===== src/rtl/tws_pkg.sv =====
package tws_pkg;

  typedef enum logic [3:0] {
    ST_IDLE,
    ST_ADDR,
    ST_ADDR_ACK,
    ST_WR,
    ST_WR_ACK,
    ST_RD,
    ST_RD_ACK,
    ST_RD_NEXT,
    ST_SKIP
  } tws_state_e;

  // strobes from control to datapath, valid for one system clock
  typedef struct packed {
    logic clrCnt;
    logic countBit;
    logic shiftIn;
    logic shiftOut;
    logic loadTx;
    logic driveAck;
    logic dropSda;
    logic rxStrobe;
    logic reqTx;
  } tws_ctl_t;

endpackage


===== src/rtl/tws_datapath.sv =====
module tws_datapath
  import tws_pkg::*;
#(
  parameter int DATA_W = 8,
  parameter int ADDR_W = 7,
  parameter logic [ADDR_W-1:0] DEV_ADDR = 7'h52,
  parameter int SYNC_STAGES = 2,
  parameter int CNT_W = 4
) (
  input  logic              clk,
  input  logic              rstN,
  input  logic              sclIn,
  input  logic              sdaIn,
  input  logic [DATA_W-1:0] txData,
  input  tws_ctl_t          ctl,
  output logic              sclSync,
  output logic              sdaSync,
  output logic              sclRise,
  output logic              sclFall,
  output logic              startDet,
  output logic              stopDet,
  output logic              byteDone,
  output logic              addrMatch,
  output logic              rwBit,
  output logic [CNT_W-1:0]  bitCnt,
  output logic              sdaPullLow,
  output logic              rxValid,
  output logic [DATA_W-1:0] rxData,
  output logic              txReq
);

  localparam int LINES = 2;
  localparam logic [CNT_W-1:0] FULL_CNT = CNT_W'(DATA_W);

  logic [LINES-1:0] rawLine;
  logic [LINES-1:0] syncLine;
  logic [LINES-1:0] prevLine;
  logic [DATA_W-1:0] shReg;

  assign rawLine = {sdaIn, sclIn};

  // one synchronizer chain per bus line, plus a delayed copy for edges
  for (genvar g = 0; g < LINES; g++) begin : gSync
    logic [SYNC_STAGES:0] pipe;
    always_ff @(posedge clk) begin
      if (!rstN) pipe <= '1;
      else       pipe <= {pipe[SYNC_STAGES-1:0], rawLine[g]};
    end
    assign syncLine[g] = pipe[SYNC_STAGES-1];
    assign prevLine[g] = pipe[SYNC_STAGES];
  end

  logic sclPrev, sdaPrev;
  assign sclSync = syncLine[0];
  assign sdaSync = syncLine[1];
  assign sclPrev = prevLine[0];
  assign sdaPrev = prevLine[1];

  assign sclRise  = sclSync & ~sclPrev;
  assign sclFall  = ~sclSync & sclPrev;
  assign startDet = sclSync & sclPrev & sdaPrev & ~sdaSync;
  assign stopDet  = sclSync & sclPrev & ~sdaPrev & sdaSync;

  assign byteDone  = (bitCnt == FULL_CNT);
  assign addrMatch = (shReg[DATA_W-1 -: ADDR_W] == DEV_ADDR);
  assign rwBit     = shReg[0];

  always_ff @(posedge clk) begin
    if (!rstN)             bitCnt <= '0;
    else if (ctl.clrCnt)   bitCnt <= '0;
    else if (ctl.countBit) bitCnt <= bitCnt + CNT_W'(1);
  end

  always_ff @(posedge clk) begin
    if (!rstN)             shReg <= '0;
    else if (ctl.loadTx)   shReg <= txData;
    else if (ctl.shiftIn)  shReg <= {shReg[DATA_W-2:0], sdaSync};
    else if (ctl.shiftOut) shReg <= {shReg[DATA_W-2:0], 1'b0};
  end

  // open-drain enable: 1 pulls the line low
  always_ff @(posedge clk) begin
    if (!rstN)             sdaPullLow <= 1'b0;
    else if (ctl.loadTx)   sdaPullLow <= ~txData[DATA_W-1];
    else if (ctl.shiftOut) sdaPullLow <= ~shReg[DATA_W-2];
    else if (ctl.driveAck) sdaPullLow <= 1'b1;
    else if (ctl.dropSda)  sdaPullLow <= 1'b0;
  end

  always_ff @(posedge clk) begin
    if (!rstN) begin
      rxValid <= 1'b0;
      rxData  <= '0;
      txReq   <= 1'b0;
    end else begin
      rxValid <= ctl.rxStrobe;
      txReq   <= ctl.reqTx;
      if (ctl.rxStrobe) rxData <= shReg;
    end
  end

endmodule


===== src/rtl/tws_control.sv =====
module tws_control
  import tws_pkg::*;
(
  input  logic     clk,
  input  logic     rstN,
  input  logic     sclRise,
  input  logic     sclFall,
  input  logic     sdaSync,
  input  logic     startDet,
  input  logic     stopDet,
  input  logic     byteDone,
  input  logic     addrMatch,
  input  logic     rwBit,
  input  logic     busyIn,
  output tws_ctl_t ctl
);

  tws_state_e state, stateNext;

  always_ff @(posedge clk) begin
    if (!rstN) state <= ST_IDLE;
    else       state <= stateNext;
  end

  always_comb begin
    ctl       = '0;
    stateNext = state;
    if (stopDet) begin
      ctl.dropSda = 1'b1;
      ctl.clrCnt  = 1'b1;
      stateNext   = ST_IDLE;
    end else if (startDet) begin
      ctl.dropSda = 1'b1;
      ctl.clrCnt  = 1'b1;
      stateNext   = ST_ADDR;
    end else begin
      unique case (state)
        ST_ADDR: begin
          if (sclRise && !byteDone) begin
            ctl.shiftIn  = 1'b1;
            ctl.countBit = 1'b1;
          end else if (sclFall && byteDone) begin
            if (addrMatch && !busyIn) begin
              ctl.driveAck = 1'b1;
              ctl.reqTx    = rwBit;
              stateNext    = ST_ADDR_ACK;
            end else begin
              stateNext = ST_SKIP;
            end
          end
        end
        ST_ADDR_ACK: begin
          if (sclFall) begin
            ctl.clrCnt = 1'b1;
            if (rwBit) begin
              ctl.loadTx = 1'b1;
              stateNext  = ST_RD;
            end else begin
              ctl.dropSda = 1'b1;
              stateNext   = ST_WR;
            end
          end
        end
        ST_WR: begin
          if (sclRise && !byteDone) begin
            ctl.shiftIn  = 1'b1;
            ctl.countBit = 1'b1;
          end else if (sclFall && byteDone) begin
            if (!busyIn) begin
              ctl.driveAck = 1'b1;
              ctl.rxStrobe = 1'b1;
              stateNext    = ST_WR_ACK;
            end else begin
              stateNext = ST_SKIP;
            end
          end
        end
        ST_WR_ACK: begin
          if (sclFall) begin
            ctl.dropSda = 1'b1;
            ctl.clrCnt  = 1'b1;
            stateNext   = ST_WR;
          end
        end
        ST_RD: begin
          if (sclRise && !byteDone) begin
            ctl.countBit = 1'b1;
          end else if (sclFall) begin
            if (byteDone) begin
              ctl.dropSda = 1'b1;
              stateNext   = ST_RD_ACK;
            end else begin
              ctl.shiftOut = 1'b1;
            end
          end
        end
        ST_RD_ACK: begin
          if (sclRise) begin
            if (!sdaSync) begin
              ctl.reqTx = 1'b1;
              stateNext = ST_RD_NEXT;
            end else begin
              stateNext = ST_SKIP;
            end
          end
        end
        ST_RD_NEXT: begin
          if (sclFall) begin
            ctl.loadTx = 1'b1;
            ctl.clrCnt = 1'b1;
            stateNext  = ST_RD;
          end
        end
        default: ;
      endcase
    end
  end

endmodule


===== src/rtl/tws_slave.sv =====
module tws_slave
  import tws_pkg::*;
#(
  parameter int DATA_W = 8,
  parameter int ADDR_W = 7,
  parameter logic [ADDR_W-1:0] DEV_ADDR = 7'h52,
  parameter int SYNC_STAGES = 2
) (
  input  logic              clk,
  input  logic              rstN,
  input  logic              sclIn,
  input  logic              sdaIn,
  output logic              sdaPullLow,
  input  logic              busyIn,
  output logic              rxValid,
  output logic [DATA_W-1:0] rxData,
  output logic              txReq,
  input  logic [DATA_W-1:0] txData
);

  localparam int CNT_W = $clog2(DATA_W + 1);

  tws_ctl_t         ctl;
  logic             sclSync, sdaSync, sclRise, sclFall;
  logic             startDet, stopDet, byteDone, addrMatch, rwBit;
  logic [CNT_W-1:0] bitCnt;

  tws_datapath #(
    .DATA_W(DATA_W), .ADDR_W(ADDR_W), .DEV_ADDR(DEV_ADDR),
    .SYNC_STAGES(SYNC_STAGES), .CNT_W(CNT_W)
  ) uPath (
    .clk(clk), .rstN(rstN), .sclIn(sclIn), .sdaIn(sdaIn), .txData(txData),
    .ctl(ctl), .sclSync(sclSync), .sdaSync(sdaSync), .sclRise(sclRise),
    .sclFall(sclFall), .startDet(startDet), .stopDet(stopDet),
    .byteDone(byteDone), .addrMatch(addrMatch), .rwBit(rwBit),
    .bitCnt(bitCnt), .sdaPullLow(sdaPullLow), .rxValid(rxValid),
    .rxData(rxData), .txReq(txReq)
  );

  tws_control uCtrl (
    .clk(clk), .rstN(rstN), .sclRise(sclRise), .sclFall(sclFall),
    .sdaSync(sdaSync), .startDet(startDet), .stopDet(stopDet),
    .byteDone(byteDone), .addrMatch(addrMatch), .rwBit(rwBit),
    .busyIn(busyIn), .ctl(ctl)
  );

endmodule


===== config.mk =====
export PLATFORM = sky130hd
export DESIGN_NAME = tws_slave
export DESIGN_NICKNAME = d
export VERILOG_FILES = /design/src/rtl/tws_pkg.sv /design/src/rtl/tws_datapath.sv /design/src/rtl/tws_control.sv /design/src/rtl/tws_slave.sv
export SDC_FILE = /design/constraint.sdc
export NUM_CORES = 1
export LEC_CHECK = 0
export ABC_AREA = 1
export BUFFER_PORTS_ARGS = -buffer_cell sky130_fd_sc_hd__buf_2
export CAP_MARGIN = 10
export CORE_MARGIN = 2
export CORE_UTILIZATION = 50
export CTS_BUF_LIST = sky130_fd_sc_hd__clkbuf_16
export CTS_CLUSTER_DIAMETER = 80
export DETAILED_ROUTE_END_ITERATION = 10
export HOLD_SLACK_MARGIN = 0.02
export PLACE_DENSITY_LB_ADDON = 0.1
export SETUP_SLACK_MARGIN = 0.4
export SLEW_MARGIN = 5
export SYNTH_ARGS = -nofsm -noshare
export SYNTH_HDL_FRONTEND = slang
export SYNTH_SLANG_ARGS = --single-unit

===== constraint.sdc =====
create_clock -name clk -period 1.4 [get_ports clk]
set_input_delay 0.14 -clock clk [delete_from_list [all_inputs] [get_ports clk]]
set_output_delay 0.14 -clock clk [all_outputs]
set_load 0.01 [all_outputs]

# == Word-level counts from Yosys, hierarchy flattened ==
# Index checks and enable logic that the tools add are counted.
# Widths: inputs -> output; s select.
# op_classes
add_sub_neg,1
eq_ne,31
n_mux,65
bitwise_logic,14
reduce_logical,16
# op_table
cell,n
$mux 4,14
$mux 1,36
$pmux 4 s7,1
$mux 8,3
$ne 3x2->1 const B,8
$reduce_and 12->1,2
$eq 4x3->1 const B,4
$ne 2x1->1 const B,8
$mux 5,2
$ne 3x3->1 const B,3
$eq 4x2->1 const B,2
$pmux 1 s2,4
$reduce_bool 8->1,1
$and 1x1->1,7
$eq 7x7->1 const B,1
$not 1->1,7
$reduce_bool 7->1,1
$mux 2,3
$ne 2x2->1 const B,3
$reduce_or 2->1,3
$reduce_or 3->1,2
$add 4x1->4 const B,1
$eq 4x1->1 const B,1
$eq 4x4->1 const B,1
6 further kinds,9
# totals
reg_bits,33
in_bits,13
output_inout_bits,11
wordCells,137

# == Depth between registers and ports, before layout ==
# Gate-level depths: netlist of run 1.
# logic_depth
depth_word,11
mapped_depth,12
ltp_nobuf,12

# == Modules after synthesis ==
# A second synthesis of run 1 with hierarchy kept.
# hier_totals
cells_unflattened,265
area_unflattened_um2,1754.2
# modules_own_cells
mod,n_inst,cells_per_inst,area_each_um2,seq_area_each_um2
tws_datapath,1,161,1227.4,580.6
tws_control,1,104,526.8,80.1

# == Worst setup path before layout of run 1 ==
# Ideal clock, no wire load.
# synth_path
path_type,register -> register
startpoint,register uPath.bitCnt[0]
endpoint,register uPath.bitCnt[2]
setup_ns,0.070
arrival_ns,1.421
t_required_ns,1.330
path_slack_ns,-0.091
stages_incl_launch_ff,11
path_buffers,0
period_less_slack_ns,1.491
cell_sequence,dfxtp_1 -> inv_1 -> ha_1 -> nand2_1 -> nor2_1 -> nor2_1 -> nand2_1 -> nand2_1 -> nand2_1 -> or2_0 -> a21oi_1
# synth_via
elab_chain_cells,7
elab_cells_between_ends,9
classes_between,add/sub (1); eq/ne (1); mux (5); reduce/logical (2)
# synth_lines
element,line,rtl
from (decl),tws_datapath.sv:25,"output logic [CNT_W-1:0] bitCnt,"
from (signal assigned),tws_datapath.sv:71,else if (ctl.countBit) bitCnt <= bitCnt + CNT_W'(1);
$eq 4x4->1,tws_datapath.sv:64,assign byteDone = (bitCnt == FULL_CNT);
$logic_not 1->1,"tws_control.sv:39, tws_control.sv:65, tws_control.sv:86",
$logic_and 1x1->1,"tws_control.sv:39, tws_control.sv:65, tws_control.sv:86",
$mux 1 or $mux 2 (tied branches),"tws_control.sv:86, tws_control.sv:39, tws_control.sv:65",
$pmux 1 s2,tws_control.sv:37,unique case (state)
$mux 5,tws_control.sv:32,end else if (startDet) begin
$mux 5,tws_control.sv:28,if (stopDet) begin
# Parallel ways exist; a longest one is shown, timed or not.
# A chain may end at the register's enable or synchronous reset.

# == Worst setup path in the final report of run 1 ==
# layout_path
startpoint,register uPath.bitCnt[1]
endpoint,register uPath.bitCnt[2]
# Same word-level chain as after synthesis.

==> results of run 1 <==
-- flip-flops by register name, indices dropped and copies added (netlist names) --
name,flops
uCtrl.state,4
uPath.bitCnt,4
uPath.gSync.pipe,6
uPath.rxData,8
uPath.rxValid,1
uPath.sdaPullLow,1
uPath.shReg,8
uPath.txReq,1
-- placed cells by master, fill, tap and decap left out, drive strengths merged --
| cell type | instances |
|---|---|
| ha | 2 |
| nand4 | 3 |
| o211ai | 1 |
| bufinv | 1 |
| and2 | 1 |
| nor2 | 51 |
| o21a | 1 |
| a211oi | 2 |
| nor3 | 2 |
| or2 | 6 |
| o31ai | 1 |
| nand3 | 14 |
| clkbuf | 5 |
| inv | 31 |
| nand3b | 2 |
| a21oi | 11 |
| a31oi | 1 |
| nand2 | 66 |
| dfxtp | 33 |
| buf | 65 |
| o21ai | 24 |
| clkinv | 3 |
-- cell type report --
cell class | instances | area [sq um]
multi-input combinational | 188 | 1190
sequential | 33 | 668
fill | 210 | 626
timing repair buffer | 65 | 482
inverter | 31 | 138
clock buffer | 5 | 125
tap | 46 | 57.6
clock inverter | 3 | 37.5
timing repair inverter | 1 | 11.3
-- metal layers --
layer | GRT usage (%) | wire length [microns] | vias up
met1 | 33.1 | 2210 | 927
met2 | 40.7 | 2640 | 104
li1 | - | - | 952
met5 | 0 | 0 | -
met4 | 16.4 | 208 | 0
met3 | 7.39 | 399 | 29
-- what timing repair did --
item / 4_1_cts / 5_1_grt
setup endpoints to repair: 27 / 27
pin swaps: 16 / 20
cloned: 1 / 1
resized for setup: 49 / 40
setup buffers: 8 / 5
endpoints found under the hold margin: 0 / 0
-- worst register-to-register path, delay by kind of cell, from the launching register on --
kind | cells | cell delay (ns)
compound gates | 1 | 0.11
simple gates | 7 | 0.77
buf+inv | 1 | 0.05
fa+ha+maj | 1 | 0.16
flops | 1 | 0.33
-- power by group --
| group | leakage (nW) | internal [mW] | total, mW | switching (mW) |
|---|---|---|---|---|
| clock network | 0.0826 | 0.826 | 1.22 | 0.391 |
| registers | 0.270 | 1.02 | 1.12 | 0.0987 |
| logic | 0.884 | 0.488 | 1.17 | 0.682 |
-- cells by family after synthesis --
kind of cell | after synthesis | share of synthesized area [%]
flops | 33 | 38.3
simple gates | 144 | 38.4
compound gates | 41 | 13.2
fa+ha+maj | 2 | 1.45
buf+inv | 35 | 8.70
-- per-stage QoR --
step	utilization (%)	area [sq um]	TNS [ns]	instances	setup WS, ns
final	81.3	2710	-1.01	372	-0.104
after global routing	81.3	2710	-2.74	372	-0.170
after CTS	75.9	2530	-0.298	366	-0.0488
after detailed placement	64.2	2140	-1.50	349	-0.119
after global placement	64.2	2140	-0.837	349	-0.0898
after floorplan	-	1780	0	255	0.0239
-- how the worst max path moves through the flow --
stage,start,to,slack (ns),cells after the start
2_1_floorplan,uPath.bitCnt[1],uPath.shReg[1],0.02,11
3_3_place_gp,uPath.bitCnt[1],uPath.shReg[5],-0.09,11
3_5_place_dp,uPath.bitCnt[1],uPath.shReg[5],-0.12,11
4_1_cts,uPath.bitCnt[1],uPath.sdaPullLow,-0.05,13
5_1_grt,uPath.bitCnt[0],uPath.bitCnt[2],-0.17,10
6_report,uPath.bitCnt[1],uPath.bitCnt[2],-0.10,10
==> results.md, run 1 <==
- In this run the core area contains 21 standard-cell rows.
- The via count of the first global-routing pass is 1848.
- The final-report max-slew violation count was 0.
- The final reports fail on setup timing.
- The total area inside the core boundary comes to 0.00334 sq mm.
- The number of nets in the synthesized netlist is 270.
- The remaining antenna violation count after routing is 0.
- During placement, the flow inserted port buffers numbering 23.
- The die covers 0.00394 sq mm.
- The total wirelength of the detailed-routed design is 5460 microns.
- The number of flops mapped to enable cells by yosys is 0.
- The endpoint type of the worst setup path is a register.
- The worst flop-to-flop path startpoint is uPath.bitCnt[1].
- The first global-routing pass estimated 8180 microns of wire.
- For this block, the initial DRC count from the detailed router was 168.
- The worst register-to-register path has a depth of 10.
- The number of hold violations in the final report came to 0.
- The count of cells along the worst hold path is 2.
- TritonCTS built the clock tree.
- The total grt overflow is 0.
- The critical path is of the reg2reg type.
- The biggest cell delay along the critical path is 0.33 ns.
- From left edge to right edge, the die measures 62.7 microns.
- From synthesis to final layout, the design area changed by 57.1%.
- The wire length per cell after detailed routing is 14.7 microns.
- After layout, the worst setup slack is -0.104 ns.
- The worst vdd rail ir drop is 1050 uV.
- In the post-synthesis netlist, the biggest area contributors are sky130_fd_sc_hd__dfxtp_1 38%, sky130_fd_sc_hd__nand2_1 13%, sky130_fd_sc_hd__nor2_1 9.8%, sky130_fd_sc_hd__o21ai_0 5.2%, sky130_fd_sc_hd__inv_1 5.0%.
- The path category of the worst min-delay check is in2reg.
- The startpoint of the most critical hold path is sdaIn.
- Of the synthesized area, sequential elements account for 38.3%.
- The total I/O pin count is 24.
- The number of warning messages in the yosys log is 0.
- The final net count is 340.
- Final hold analysis gives a worst-case slack of 0.0472 ns.
- The worst-case hold path end point is uPath.gSync[1].pipe[0].
- The number of buffers and inverters on the critical path is 1.
- The worst clock skew is 0.00420 ns.
- The per-instance average area after synthesis is 6.77 sq um.
- The critical path goes through inv_2 -> ha_4 -> nand2_4 -> nor2_4 -> nor2_4 -> nand2_4 -> nand2_2 -> nand2_1 -> or2_0 -> a21oi_1.
- The aggregate global-route resource usage is 26.6%.
- The most used flip-flop cell after synthesis is sky130_fd_sc_hd__dfxtp_1.
- The number of different library cells used by synthesis comes to 34.
- The clock transition time at the flip-flop clock pins of the worst setup and hold paths is 0.05 ns.
- The most used standard cell by instance count after synthesis is sky130_fd_sc_hd__nand2_1.
- For this run, asynchronously set or reset flops after synthesis account for 0%.
- The static leakage is 1.24 nW.
- The routed layout has 2012 vias.
- The number of iterations in the first detailed-routing pass is 5.
- Derived from the worst setup path, the maximum achievable clock frequency is 0.665 GHz.
- The height of the chip is 62.7 microns.
- The run finished, with violations left.
- The clock tree root buffer cell is sky130_fd_sc_hd__clkbuf_16.
- The setup check on the worst reg-to-reg path leaves a slack of -0.10 ns.
- The slew at the pin with the worst max-slew slack is 0.295 ns.
- The congestion estimate from routability-driven global placement came to 0.858.
- The largest total area in the synthesized netlist belongs to sky130_fd_sc_hd__dfxtp_1.
- The hold-fix buffer count after cts is 0.
- On the critical path, the stage with the largest delay is an instance of sky130_fd_sc_hd__dfxtp_2.
- In this run the tightest slew margin relative to its limit is 80.1%.
- After layout, the design draws a total of 3.50 mW.
- The number of antenna violations at the first check in global routing is 0.
- 0 antenna diodes ended up in the layout.
- Data on the critical path arrives at its endpoint at 1.72 ns.
- The maximum number of buffers from clock root to sink is 2.
- The pin count of the biggest net entering global routing is 15.
- The initial utilization of the core area, before any placement, comes to 51.7%.
- The later pin in the worst-skew pair is clocked with a latency of 0.28 ns.
- The cell type group with the largest total delay on the critical path is simple AND/OR/NAND/NOR gates.
- Synthesis inferred 33 register bits.
- The reg-to-reg endpoint is uPath.bitCnt[2].
- The worst setup path is launched from a register.
- The ratio of total power to cell area is 1290 mW/mm^2.
- The gate count of the mapped netlist is 255.
- The CTS H-tree depth is 2.
- TritonCTS created 5 clock buffers.
- The clock drives 33 sinks.
- Summing every instance area after synthesis gives 0.00173 sq mm.
- Of the cells placed in the final design, the portion with a size suffix greater than 1 is 50.9%.
- STA puts the critical path data required time at 1.61 ns.
- The smallest clock period supported by the final layout is computed as 1.50 ns.
- The final setup violation count is 21.
- In this run the worst path has a maximum fanout of 4.
- Max-cap violations in this run came to 0.
- The half-perimeter wire length after detailed placement is 3150 microns.
- Ranked by instance count, the synthesized netlist is headed by 62 x sky130_fd_sc_hd__nand2_1, 45 x sky130_fd_sc_hd__nor2_1, 33 x sky130_fd_sc_hd__dfxtp_1.
- The detail-routed via count per cell is 5.41.
- In this run the biggest area consumer among cell types represents 38.3% of the synthesized area.
- Setup repair after global routing could not meet its margin everywhere.
- The number of remaining DRC errors is 0.
- The part of the cycle the worst path needs is 107%.
(Power assumes the default switching activity.)
==> run 2: changes to the inputs <==
--- a/config.mk
+++ b/config.mk
@@ -5,7 +5,6 @@
 export SDC_FILE = /design/constraint.sdc
 export NUM_CORES = 1
 export LEC_CHECK = 0
-export ABC_AREA = 1
 export BUFFER_PORTS_ARGS = -buffer_cell sky130_fd_sc_hd__buf_2
 export CAP_MARGIN = 10
 export CORE_MARGIN = 2
==> run 2 against run 1 <==
- the flow still finishes with violations (setup timing)
- synthesized cell count decreased by 23%
- routed wire length increased by 18%
- critical path depth decreased by 2
- largest power group unchanged
==> results.md, run 2 <==
- The flow ran to the end, but the final reports show violations.
- The checks that failed: setup timing.
- The endpoint type of the worst setup path is a register.
- The cell type contributing the most total cell area after synthesis is sky130_fd_sc_hd__dfxtp_1.
- A synthesized cell averages 9.04 sq um.
- The initialized floorplan defines 21 standard-cell rows.
- The share of final-layout standard cells stronger than drive strength 1 is 48.6%.
- The synthesized design devotes to its leading area cell type 37.1% of total area.
- Summed over all layers, the global routing overflow is 0.
- After layout, the design draws a total of 2.38 mW.
- In this run the number of H-tree levels came out at 2.
- After technology mapping, the gate count stands at 197.
- The hold-fix buffer count after cts is 0.
- In the final layout, the registers with the most flip-flops are uPath.rxData (8), uPath.shReg (8), uPath.gSync.pipe (6).
- The TritonCTS clock tree is done.
- The number of cells on the worst reg-to-reg path is 8.
- The accumulated negative setup slack is -9.31 ns.
- VDD sags by at most 857 uV.
- The clock tree root buffer cell is sky130_fd_sc_hd__clkbuf_16.
- The total I/O pin count is 24.
- After synthesis, the most frequently instantiated cells are 33 x sky130_fd_sc_hd__dfxtp_1, 15 x sky130_fd_sc_hd__a21oi_1, 15 x sky130_fd_sc_hd__mux2i_1.
- The die area is 0.00405 sq mm.
- The path category of the worst min-delay check is in2reg.
- The worst hold path begins at sclIn.
- The count of cells along the worst hold path is 2.
- The cell at the slowest stage of the critical path is sky130_fd_sc_hd__or3_1.
- Leaving out fill and tap cells, the most frequent cells in the layout are 63 x sky130_fd_sc_hd__buf_4, 28 x sky130_fd_sc_hd__dfxtp_1, 23 x sky130_fd_sc_hd__buf_2.
- The number of storage elements in the synthesis netlist is 33.
- The die width is 63.7 microns.
- In the final routed layout, each cell accounts on average for 19.3 microns.
- Setup repair after global routing could not meet its margin everywhere.
- Based on the critical path, the design can be clocked at up to 0.538 GHz.
- The startpoint identified for the worst register-to-register timing path is uPath.bitCnt[1].
- Relative to the synthesized area, the layout overhead comes to 57.5%.
- The aggregate global-route resource usage is 27.8%.
- The via count of the first global-routing pass came to 1871.
- The post-layout instance area is 0.00280 sq mm.
- Once detailed placement completed, the half-perimeter wirelength came to 3530 microns.
- The core box area is 0.00339 sq mm.
- The detail-routed via count per cell is 6.11.
- The number of hold violations in the final report was 0.
- In this run the static leakage power is 1.17 nW.
- The worst path in the final design needs a cycle of 1.86 ns, including I/O delays and setup.
- The reg2reg setup slack is -0.46 ns.
- In the synthesized netlist the async set-or-reset flop fraction comes to 0%.
- Once routing completed, OpenROAD measured the worst setup slack at -0.460 ns.
- Among all flip-flop cells after synthesis, the most frequent one is sky130_fd_sc_hd__dfxtp_1.
- The worst setup path is launched from a register.
- After synthesis, the cell types taking the most area are sky130_fd_sc_hd__dfxtp_1 37%, sky130_fd_sc_hd__mux2i_1 8.4%, sky130_fd_sc_hd__nand2b_1 4.6%, sky130_fd_sc_hd__a21oi_1 4.2%, sky130_fd_sc_hd__nor2b_1 4.2%.
- Data on the critical path is required at its endpoint by 1.62 ns.
- Across all layers, the routed design uses 2041 vias.
- The worst-case hold path end point is uPath.gSync[0].pipe[0].
- The final net count is 302.
- The kind of critical path is reg2reg.
- The clock net in this run drives a total of 33 sinks.
- The antenna diode count is 0.
- The largest single stage delay on the critical path is 0.37 ns.
- The number of antenna violations at the first check in global routing is 0.
- The pin count of the biggest net entering global routing is 25.
- The starting DRC count in detailed routing is 251.
- The number of nets in the synthesized netlist is 212.
- Walking the worst path, the cells encountered are inv_2 -> ha_4 -> nand3b_1 -> buf_4 -> a211oi_2 -> o32ai_2 -> or3_1 -> a21oi_2.
- In this run the tightest slew margin relative to its limit is 55.2%.
- Leaving out fill and tap cells, the most frequent cell in the layout is sky130_fd_sc_hd__buf_4.
- The sequential cell area fraction in the yosys report is 37.1%.
- The share of the core filled with cells in the final layout is 82.7%.
- The slew at the pin with the worst max-slew slack is 0.668 ns.
- The number of iterations in the first detailed-routing pass is 5.
- Across the run, the number of max-cap violations was 0.
- The post-synth design cell area is 0.00178 sq mm.
- The cell type group with the largest total delay on the critical path is simple AND/OR/NAND/NOR gates.
- Counting both buffers and inverters, the worst setup path holds a total of 2.
- The final layout contains routed wiring with a total length of 6430 microns.
- The data arrival time of the worst path is 2.08 ns.
- For this configuration, the core starts out at a cell density of 52.5%.
- In this run the critical register-to-register path is captured at uCtrl.state[1].
- The final-report max-slew violation count came to 0.
- Once placement finished, the instance area stood at 0.00235 sq mm.
- The wire length of the first global-routing pass is 8760 microns.
- In this run the worst path has a maximum fanout of 5.
- The number of remaining DRC errors is 0.
- The worst clock skew is 0.00528 ns.
- The synthesized design contains 0 enable-type register cells.
- From bottom edge to top edge, the die measures 63.7 microns.
- TritonCTS created 5 clock buffers.
- The weighted congestion at the end of routability-driven global placement is 0.938.
- After clock tree synthesis, the clock-pin slew on the worst setup and hold paths is 0.05 ns.
- The final setup violation count is 27.
- The number of library cell types mapped by synthesis is 50.
- The part of the cycle the worst path needs is 133%.
- In this run the tool buffered the top-level ports with 23 buffer cells.
- The number of warning messages in the yosys log is 0.
- The clock insertion delay at the later pin of the skew report is 0.28 ns.
- The longest clock path from root to sink contains 2 buffers.
- The remaining antenna violation count after routing is 0.
- The most used standard cell by instance count after synthesis is sky130_fd_sc_hd__dfxtp_1.
- For this design the ratio of total power to cell area is 850 mW/mm^2.
[run 2: cell types whose count changed in the layout (fill, tap and decap cells not counted), sizes merged, moves of 8 or more]
cell	previous run	this run
nand2	66	11
nor2	51	15
buf	65	94
inv	31	4
o21ai	24	6
mux2i	0	15
nand2b	0	13
nand3	14	2
nor2b	0	12
o31ai	1	9
[run 2: how the worst max path moves through the flow]
| stage | end | startpoint | depth (start not counted) |
|---|---|---|---|
| floorplan | uPath.rxData[0] | uCtrl.state[0] | 6 |
| global placement | uPath.bitCnt[3] | uCtrl.state[3] | 7 |
| CTS | uPath.shReg[2] | uCtrl.state[2] | 7 |
| finish | uCtrl.state[1] | uPath.bitCnt[1] | 8 |
| global route | uPath.sdaPullLow | uPath.bitCnt[0] | 9 |
| detailed placement | uPath.bitCnt[3] | uCtrl.state[3] | 7 |
[run 2: area by class of cell]
type	instances	area (sq um)
clock inverters	3	41.3
repair buffers	94	699
flip-flops and latches	33	672
multi-input cells	149	1190
fillers	188	586
inverters	4	15.0
well taps	46	57.6
clock buffers	5	125
[run 2: kinds of logic (layout without fill, tap and decap cells)]
kind of cell	count (synthesis)	after routing	share of synthesized area [%]
XOR/XNOR	5	5	2.46
AND/OR/NAND/NOR	74	74	25.4
AO/OA/AOI/OAI	53	53	21.6
adder cells (fa/ha/maj)	2	2	1.41
flip-flops	33	33	37.1
buffers and inverters	15	106	3.65
multiplexers	15	15	8.43
[run 2: routing by layer]
layer | vias to the layer above | share of wire (%) | global-route usage (%)
li1 | 892 | - | -
met1 | 988 | 39 | 34.2
met2 | 127 | 48 | 47.0
met3 | 34 | 8.2 | 7.14
met4 | 0 | 4.5 | 9.51
met5 | - | 0 | 0
[run 2: through the flow]
stage	hold WS (ns)	instances	worst slack, ns
2_1_floorplan	0.213	197	-0.337
3_3_place_gp	0.323	308	-0.361
3_5_place_dp	0.327	308	-0.391
4_1_cts	0.0410	323	-0.357
5_1_grt	0.0397	334	-0.512
6_report	0.0420	334	-0.460
[run 2: what timing repair did]
item | 4_1_cts | 5_1_grt
pin swaps | 12 | 12
gates resized for setup | 22 | 18
endpoints found under the setup margin | 27 | 27
setup buffers | 7 | 11
[run 2: power by group]
part           internal (mW)  total, mW  switching [mW]
logic                 0.0903      0.182          0.0921
registers              0.948      0.959          0.0108
clock network          0.832       1.24           0.411
